**config.mk**
```make
export PLATFORM = sky130hd
export DESIGN_NAME = dram_refresh_sched
export DESIGN_NICKNAME = d
export VERILOG_FILES = /design/src/rtl/dram_ref_pkg.sv /design/src/rtl/ref_interval_timer.sv /design/src/rtl/ref_debt_ctr.sv /design/src/rtl/ref_wait_ctr.sv /design/src/rtl/dram_refresh_sched.sv
export SDC_FILE = /design/constraint.sdc
export NUM_CORES = 1
export LEC_CHECK = 0
export BUFFER_PORTS_ARGS = -buffer_cell sky130_fd_sc_hd__buf_2
export CAP_MARGIN = 30
export CORE_UTILIZATION = 59
export CTS_BUF_LIST = sky130_fd_sc_hd__clkbuf_16
export CTS_CLUSTER_DIAMETER = 80
export DETAILED_ROUTE_END_ITERATION = 10
export GPL_ROUTABILITY_DRIVEN = 0
export PLACE_DENSITY = 0.78
export RECOVER_POWER = 25
export SETUP_SLACK_MARGIN = 0.1
export SYNTH_ARGS = -nofsm -noshare
export SYNTH_HDL_FRONTEND = slang
export SYNTH_SLANG_ARGS = --single-unit
```
**constraint.sdc**
```tcl
create_clock -name clk -period 3.01 [get_ports clk]
set_input_delay 0.1505 -clock clk [delete_from_list [all_inputs] [get_ports clk]]
set_output_delay 0.1505 -clock clk [all_outputs]
set_load 0.1 [all_outputs]
```
**src/rtl/dram_ref_pkg.sv**
```systemverilog
// Package dram_ref_pkg
// Shared helpers for the refresh scheduler.
// Assumes every time is given in whole picoseconds that fit in 32 bits.
package dram_ref_pkg;

    // Convert a duration in ps to clock cycles, rounding up.
    function automatic int unsigned ps_to_ck(input int unsigned ps, input int unsigned clk_ps);
        return (ps + clk_ps - 1) / clk_ps;
    endfunction

endpackage

```
**src/rtl/ref_interval_timer.sv**
```systemverilog
// Module ref_interval_timer
// Free-running refresh interval timer. Pulses tick for one cycle when the
// interval runs out. It then reloads with the short or long length, picked by
// temp_hot at that moment. restart reloads it at once.
// Assumes both lengths are at least 2 cycles.
module ref_interval_timer #(
    parameter int unsigned NORM_CK = 3120,
    parameter int unsigned HOT_CK  = 1560
) (
    input  logic clk,
    input  logic rst_n,
    input  logic temp_hot,
    input  logic restart,
    output logic tick
);
    localparam int unsigned MAXI = (NORM_CK > HOT_CK) ? NORM_CK : HOT_CK;
    localparam int unsigned TW   = $clog2(MAXI);

    logic [TW-1:0] tmr;
    logic [TW-1:0] reload_val;

    // Choose the reload length from the temperature range.
    always_comb begin
        reload_val = temp_hot ? TW'(HOT_CK - 1) : TW'(NORM_CK - 1);
    end

    // Count down, reloading on expiry or restart.
    always_ff @(posedge clk) begin
        if (!rst_n) begin
            tmr <= TW'(NORM_CK - 1);
        end else if (restart || tmr == '0) begin
            tmr <= reload_val;
        end else begin
            tmr <= tmr - TW'(1);
        end
    end

    assign tick = (tmr == '0);

    // An expiry is never followed directly by another one.
    assert_tick_spacing_R2: assert property (@(posedge clk) disable iff (!rst_n)
        tick |=> !tick);

endmodule

```
**src/rtl/ref_debt_ctr.sv**
```systemverilog
// Module ref_debt_ctr
// Saturating count of owed refreshes. An expiry adds one and a served refresh
// removes one; both together leave the count unchanged. clear empties it.
// Assumes served is only asserted while the count is nonzero.
module ref_debt_ctr #(
    parameter int unsigned MAX_DEBT = 8
) (
    input  logic                            clk,
    input  logic                            rst_n,
    input  logic                            tick,
    input  logic                            served,
    input  logic                            clear,
    output logic [$clog2(MAX_DEBT+1)-1:0]   debt,
    output logic                            urgent
);
    localparam int unsigned DW = $clog2(MAX_DEBT + 1);

    // Track debt with saturation at the postponement ceiling.
    always_ff @(posedge clk) begin
        if (!rst_n || clear) begin
            debt <= '0;
        end else if (tick && !served) begin
            if (debt != DW'(MAX_DEBT)) begin
                debt <= debt + DW'(1);
            end
        end else if (served && !tick) begin
            debt <= debt - DW'(1);
        end
    end

    assign urgent = (debt == DW'(MAX_DEBT));

    // Debt stays within the ceiling.
    assert_debt_bound_R7: assert property (@(posedge clk) disable iff (!rst_n)
        debt <= DW'(MAX_DEBT));

    // Urgency persists until a refresh is served or debt is cleared.
    assert_urgent_hold_R6: assert property (@(posedge clk) disable iff (!rst_n)
        (urgent && !served && !clear) |=> urgent);

endmodule

```
**src/rtl/ref_wait_ctr.sv**
```systemverilog
// Module ref_wait_ctr
// One-shot wait window. start opens a window of WAIT_CK cycles, counted from
// the starting edge. idle is high again once a command may be taken at the
// next edge. A new start restarts the window.
module ref_wait_ctr #(
    parameter int unsigned WAIT_CK = 42
) (
    input  logic clk,
    input  logic rst_n,
    input  logic start,
    output logic idle
);
    localparam int unsigned CW   = $clog2(WAIT_CK + 1);
    localparam int unsigned LOAD = (WAIT_CK > 1) ? WAIT_CK - 1 : 0;

    logic [CW-1:0] cnt;

    // Load on start, then count down to zero.
    always_ff @(posedge clk) begin
        if (!rst_n) begin
            cnt <= '0;
        end else if (start) begin
            cnt <= CW'(LOAD);
        end else if (cnt != '0) begin
            cnt <= cnt - CW'(1);
        end
    end

    assign idle = (cnt == '0);

    generate
        if (WAIT_CK > 1) begin : g_chk
            // A started window is closed on the following cycle.
            assert_window_open_R8: assert property (@(posedge clk) disable iff (!rst_n)
                start |=> !idle);
        end
    endgenerate

endmodule

```
**src/rtl/dram_refresh_sched.sv**
```systemverilog
// Module dram_refresh_sched
// Top of the refresh scheduler. It combines the interval timer, the debt
// counter and three wait windows: refresh recovery, self-refresh exit to
// non-read commands, and self-refresh exit to reads. From these it derives
// the request and ready flags. All cycle counts come from CLK_PS at
// elaboration.
// Assumes ref_grant is a one-cycle pulse and does not coincide with sr_exit.
module dram_refresh_sched #(
    parameter int unsigned CLK_PS       = 2500,
    parameter int unsigned REFI_NORM_PS = 7_800_000,
    parameter int unsigned REFI_HOT_PS  = 3_900_000,
    parameter int unsigned RFC_PS       = 105_000,
    parameter int unsigned XS_EXTRA_PS  = 10_000,
    parameter int unsigned XS_READ_CK   = 200,
    parameter int unsigned MAX_DEBT     = 8
) (
    input  logic                            clk,
    input  logic                            rst_n,
    input  logic                            temp_hot,
    input  logic                            cmd_busy,
    input  logic                            ref_grant,
    input  logic                            sr_exit,
    output logic                            ref_req,
    output logic                            ref_urgent,
    output logic                            act_ok,
    output logic                            rd_ok,
    output logic [$clog2(MAX_DEBT+1)-1:0]   debt
);
    import dram_ref_pkg::*;

    localparam int unsigned NORM_CK = ps_to_ck(REFI_NORM_PS, CLK_PS);
    localparam int unsigned HOT_CK  = ps_to_ck(REFI_HOT_PS, CLK_PS);
    localparam int unsigned RFC_CK  = ps_to_ck(RFC_PS, CLK_PS);
    localparam int unsigned XSNR_CK = ps_to_ck(RFC_PS + XS_EXTRA_PS, CLK_PS);

    logic tick;
    logic served;
    logic rfc_idle;
    logic nr_idle;
    logic rd_idle;

    // A grant only counts while a refresh is actually requested.
    assign served = ref_grant & ref_req;

    ref_interval_timer #(
        .NORM_CK (NORM_CK),
        .HOT_CK  (HOT_CK)
    ) timer_i (
        .clk      (clk),
        .rst_n    (rst_n),
        .temp_hot (temp_hot),
        .restart  (sr_exit),
        .tick     (tick)
    );

    ref_debt_ctr #(
        .MAX_DEBT (MAX_DEBT)
    ) debt_i (
        .clk    (clk),
        .rst_n  (rst_n),
        .tick   (tick),
        .served (served),
        .clear  (sr_exit),
        .debt   (debt),
        .urgent (ref_urgent)
    );

    ref_wait_ctr #(.WAIT_CK (RFC_CK)) rfc_win_i (
        .clk   (clk),
        .rst_n (rst_n),
        .start (served),
        .idle  (rfc_idle)
    );

    ref_wait_ctr #(.WAIT_CK (XSNR_CK)) xsnr_win_i (
        .clk   (clk),
        .rst_n (rst_n),
        .start (sr_exit),
        .idle  (nr_idle)
    );

    ref_wait_ctr #(.WAIT_CK (XS_READ_CK)) xsrd_win_i (
        .clk   (clk),
        .rst_n (rst_n),
        .start (sr_exit),
        .idle  (rd_idle)
    );

    // Derive ready flags and the refresh request.
    always_comb begin
        act_ok  = rfc_idle & nr_idle;
        rd_ok   = act_ok & rd_idle;
        ref_req = (debt != '0) & act_ok & (~cmd_busy | ref_urgent);
    end

    generate
        if (RFC_CK > 1) begin : g_rfc_chk
            // No activate or refresh right after a served refresh.
            assert_rfc_block_R8: assert property (@(posedge clk) disable iff (!rst_n)
                served |=> !act_ok);
        end
        if (XS_READ_CK > 1) begin : g_xs_chk
            // Reads are held off right after leaving self-refresh.
            assert_xs_read_block_R9: assert property (@(posedge clk) disable iff (!rst_n)
                sr_exit |=> (!rd_ok && debt == '0));
        end
    endgenerate

endmodule

```
==> impl_metrics.env <==
export IMPL_status="complete, no violations"
export IMPL_drtIter0Drc=46
export IMPL_area_delta_synth_final_pct=10.37
export IMPL_hp_class="in2reg"
export IMPL_worstSetupEndpointType="flip-flop"
export IMPL_period_share_pct=85.86
export IMPL_die_w_um=59.21
export IMPL_fmax_mhz=386.9
export IMPL_vias_per_cell=5.642
export IMPL_cts_resized_gates=0
export IMPL_clock_skew_ns=0.002047
export IMPL_final_common_cell="dfxtp_1"
export IMPL_cts_buffers=5
export IMPL_netlist_area_mm2=0.001931
export IMPL_grt_ovfl_total=0
export IMPL_cts_setup_buffers=0
export IMPL_synth_edff_count=0
export IMPL_worstSetupPathType="reg2reg"
export IMPL_slew_violations=0
export IMPL_grt_first_pass_wirelength_um=6203
export IMPL_slew_limit_headroom_pct=22.82
export IMPL_synth_top_area_share_pct=37.33
export IMPL_vias=1529
export IMPL_rows=20
export IMPL_cts_hold_buffers=0
export IMPL_place_ws_ns=0.4326
export IMPL_dp_cells=263
export IMPL_hold_viol=0
export IMPL_cts_path_max_buffers=2
export IMPL_wire_per_inst_um=13.66
export IMPL_groute_usage_overall_pct=24.11
export IMPL_leakagePower_nw=0.8652
export IMPL_htreeDepth=2
export IMPL_cts_tree="done"
export IMPL_rsz0062_at_grt="false"
export IMPL_ir_drop_mv=0.4095
export IMPL_ys_warn_count=0
export IMPL_io_pins=14
export IMPL_initial_core_util_pct=62.72
export IMPL_worst_setup_path_start_kind="flip-flop"
export IMPL_worst_path_max_fanout=8
export IMPL_finalWorstSetupSlack_ns=0.4256
export IMPL_hpwl_um=2627
export IMPL_power_total_w=0.001406
export IMPL_met1_length_um=1634
export IMPL_fin_crit_ns=2.584
export IMPL_clkSinkCount=36
export IMPL_core_area_mm2=0.003078
export IMPL_drive_gt1_share_pct=12.33
export IMPL_ys_types=47
export IMPL_port_buffers=13
export IMPL_ys_seq_elements=36
export IMPL_synthFlopType="dfxtp_1"
export IMPL_setup_tns_ns=0
export IMPL_stdcell_count=271
export IMPL_drt_wl_total_um=3702
export IMPL_path_clk_slew_ns=0.05
export IMPL_netlist_top_cells_area="dfxtp_1 (37%), ha_1 (5.2%), xnor2_1 (5.0%)"
export IMPL_finalSetupViolCount=0
export IMPL_powerDensity_mw_per_mm2=659.7
export IMPL_grt_max_degree=23
export IMPL_ant_nets=0
export IMPL_synth_area_leader_cell="dfxtp_1"
export IMPL_avgSynthCellArea_um2=9.150
export IMPL_top_layer="met4"
export IMPL_worst_pin_slew_ns=1.163
export IMPL_grt_pass1_vias=1440
export IMPL_final_cell_mix="dfxtp_1 (35), nand2_1 (19), nor2_1 (16), nor3_1 (16), inv_1 (12)"
export IMPL_nets=241
export IMPL_wl_met3_um=78
export IMPL_n_antenna_cell=0
export IMPL_max_cap_violations=0
export IMPL_ys_async_sr_fraction_pct=0
export IMPL_wl_met2_um=1924
export IMPL_cp_required_ns=3.21
export IMPL_cp_data_arrival_time_ns=2.79
export IMPL_dieArea_mm2=0.003505
export IMPL_antenna_found_initial=0
export IMPL_syn_inst=211
export IMPL_drc=0
export IMPL_synth_fp_nets=226
export IMPL_fp_dieH_um=59.21
export IMPL_worstSkewPairLatency_ns=0.28
export IMPL_cts_root_buf="clkbuf_16"
export IMPL_seq_area_frac_synth_pct=37.33
export IMPL_dr_pass1_iters=4
==> logic make-up (layout without fill, tap and decap cells) <==
logic type               Yosys count  in the layout  synth area share [%]
AO/OA/AOI/OAI                     33             33                 12.38
XOR/XNOR                          18             18                 8.166
buffers and inverters             17             33                 3.889
adder cells (fa/ha/maj)            9              9                 6.222
multiplexers                       8              8                 4.861
AND/OR/NAND/NOR                   90             90                 27.15
flip-flops                        36             36                 37.33
==> sequential cells by signal, indices dropped and copies added (netlist names) <==
name,flops
timer_i.tmr,12
xsrd_win_i.cnt,8
rfc_win_i.cnt,6
xsnr_win_i.cnt,6
debt_i.debt,4
==> per-layer routing <==
| layer | track usage (%) | vias up |
|---|---|---|
| met2 | 43.82 | 17 |
| met1 | 27.11 | 733 |
| li1 | - | 772 |
| met4 | 10.20 | 0 |
| met3 | 4.803 | 7 |
| met5 | 0 | - |
==> area by class of cell <==
class	count	area (um2)
sequential	36	721.9
multi-input combinational	158	1109
clock inverter	3	11.26
inverter	10	37.54
fill	274	947.2
clock buffer	5	125.1
timing repair buffer	15	71.32
tap	44	55.05
==> worst max-delay path, cell delays in order, from the launching register on <==
cell     delay (ns)
dfxtp_1        0.37
or4b_1         0.60
o21ai_1        0.18
nand3_4        0.18
nand2_1        0.19
ha_1           0.24
a21o_1         0.18
a21oi_1        0.17
nand2_1        0.07
mux2i_1        0.15
mux2i_1        0.19
==> worst paths after layout <==
kind	end	slack (ns)	start	depth (start not counted)
hold reg to reg	timer_i.tmr[0]	0.44	timer_i.tmr[0]	1
setup reg to reg	debt_i.debt[3]	0.43	debt_i.debt[0]	10
setup / recovery	debt_i.debt[3]	0.43	debt_i.debt[0]	10
hold / removal	timer_i.tmr[9]	0.21	temp_hot	2
==> cells in the mapped netlist, types with 2 or more instances <==
| master | n |
|---|---|
| or4_1 | 2 |
| nor3_1 | 15 |
| clkbuf_1 | 5 |
| nor2b_1 | 4 |
| o21a_1 | 7 |
| xor2_1 | 7 |
| a32o_1 | 2 |
| and2_1 | 3 |
| inv_1 | 10 |
| a21boi_0 | 4 |
| nand2_1 | 19 |
| ha_1 | 8 |
| nor2_1 | 17 |
| nor3b_1 | 2 |
| nor4_2 | 2 |
| or3_1 | 5 |
| o21ai_0 | 3 |
| nand2b_1 | 3 |
| a211oi_1 | 2 |
| mux2i_1 | 6 |
| a21oi_1 | 7 |
| nand3_1 | 5 |
| xnor2_1 | 11 |
| dfxtp_1 | 36 |
| and3_1 | 3 |
| o221a_2 | 2 |
==> per-stage QoR <==
step	hold WS, ns	area, um2	util [%]
finish	0.2089	2131	69.23
global route	0.2302	2131	69.23
CTS	0.2005	2175	70.65
detailed placement	0.4268	2038	66.22
global placement	0.4176	2038	66.22
floorplan	0.2890	1941	-
==> power by group <==
part	internal, W	switching (W)	total [W]	leakage (nW)
clock network	0.000297	0.000186	0.000484	0.0738
logic	0.000152	0.000186	0.000338	0.494
registers	0.000533	0.0000512	0.000584	0.297
total	0.000982	0.000424	0.00141	0.865
No activity file was read; power rests on OpenSTA's default activity.
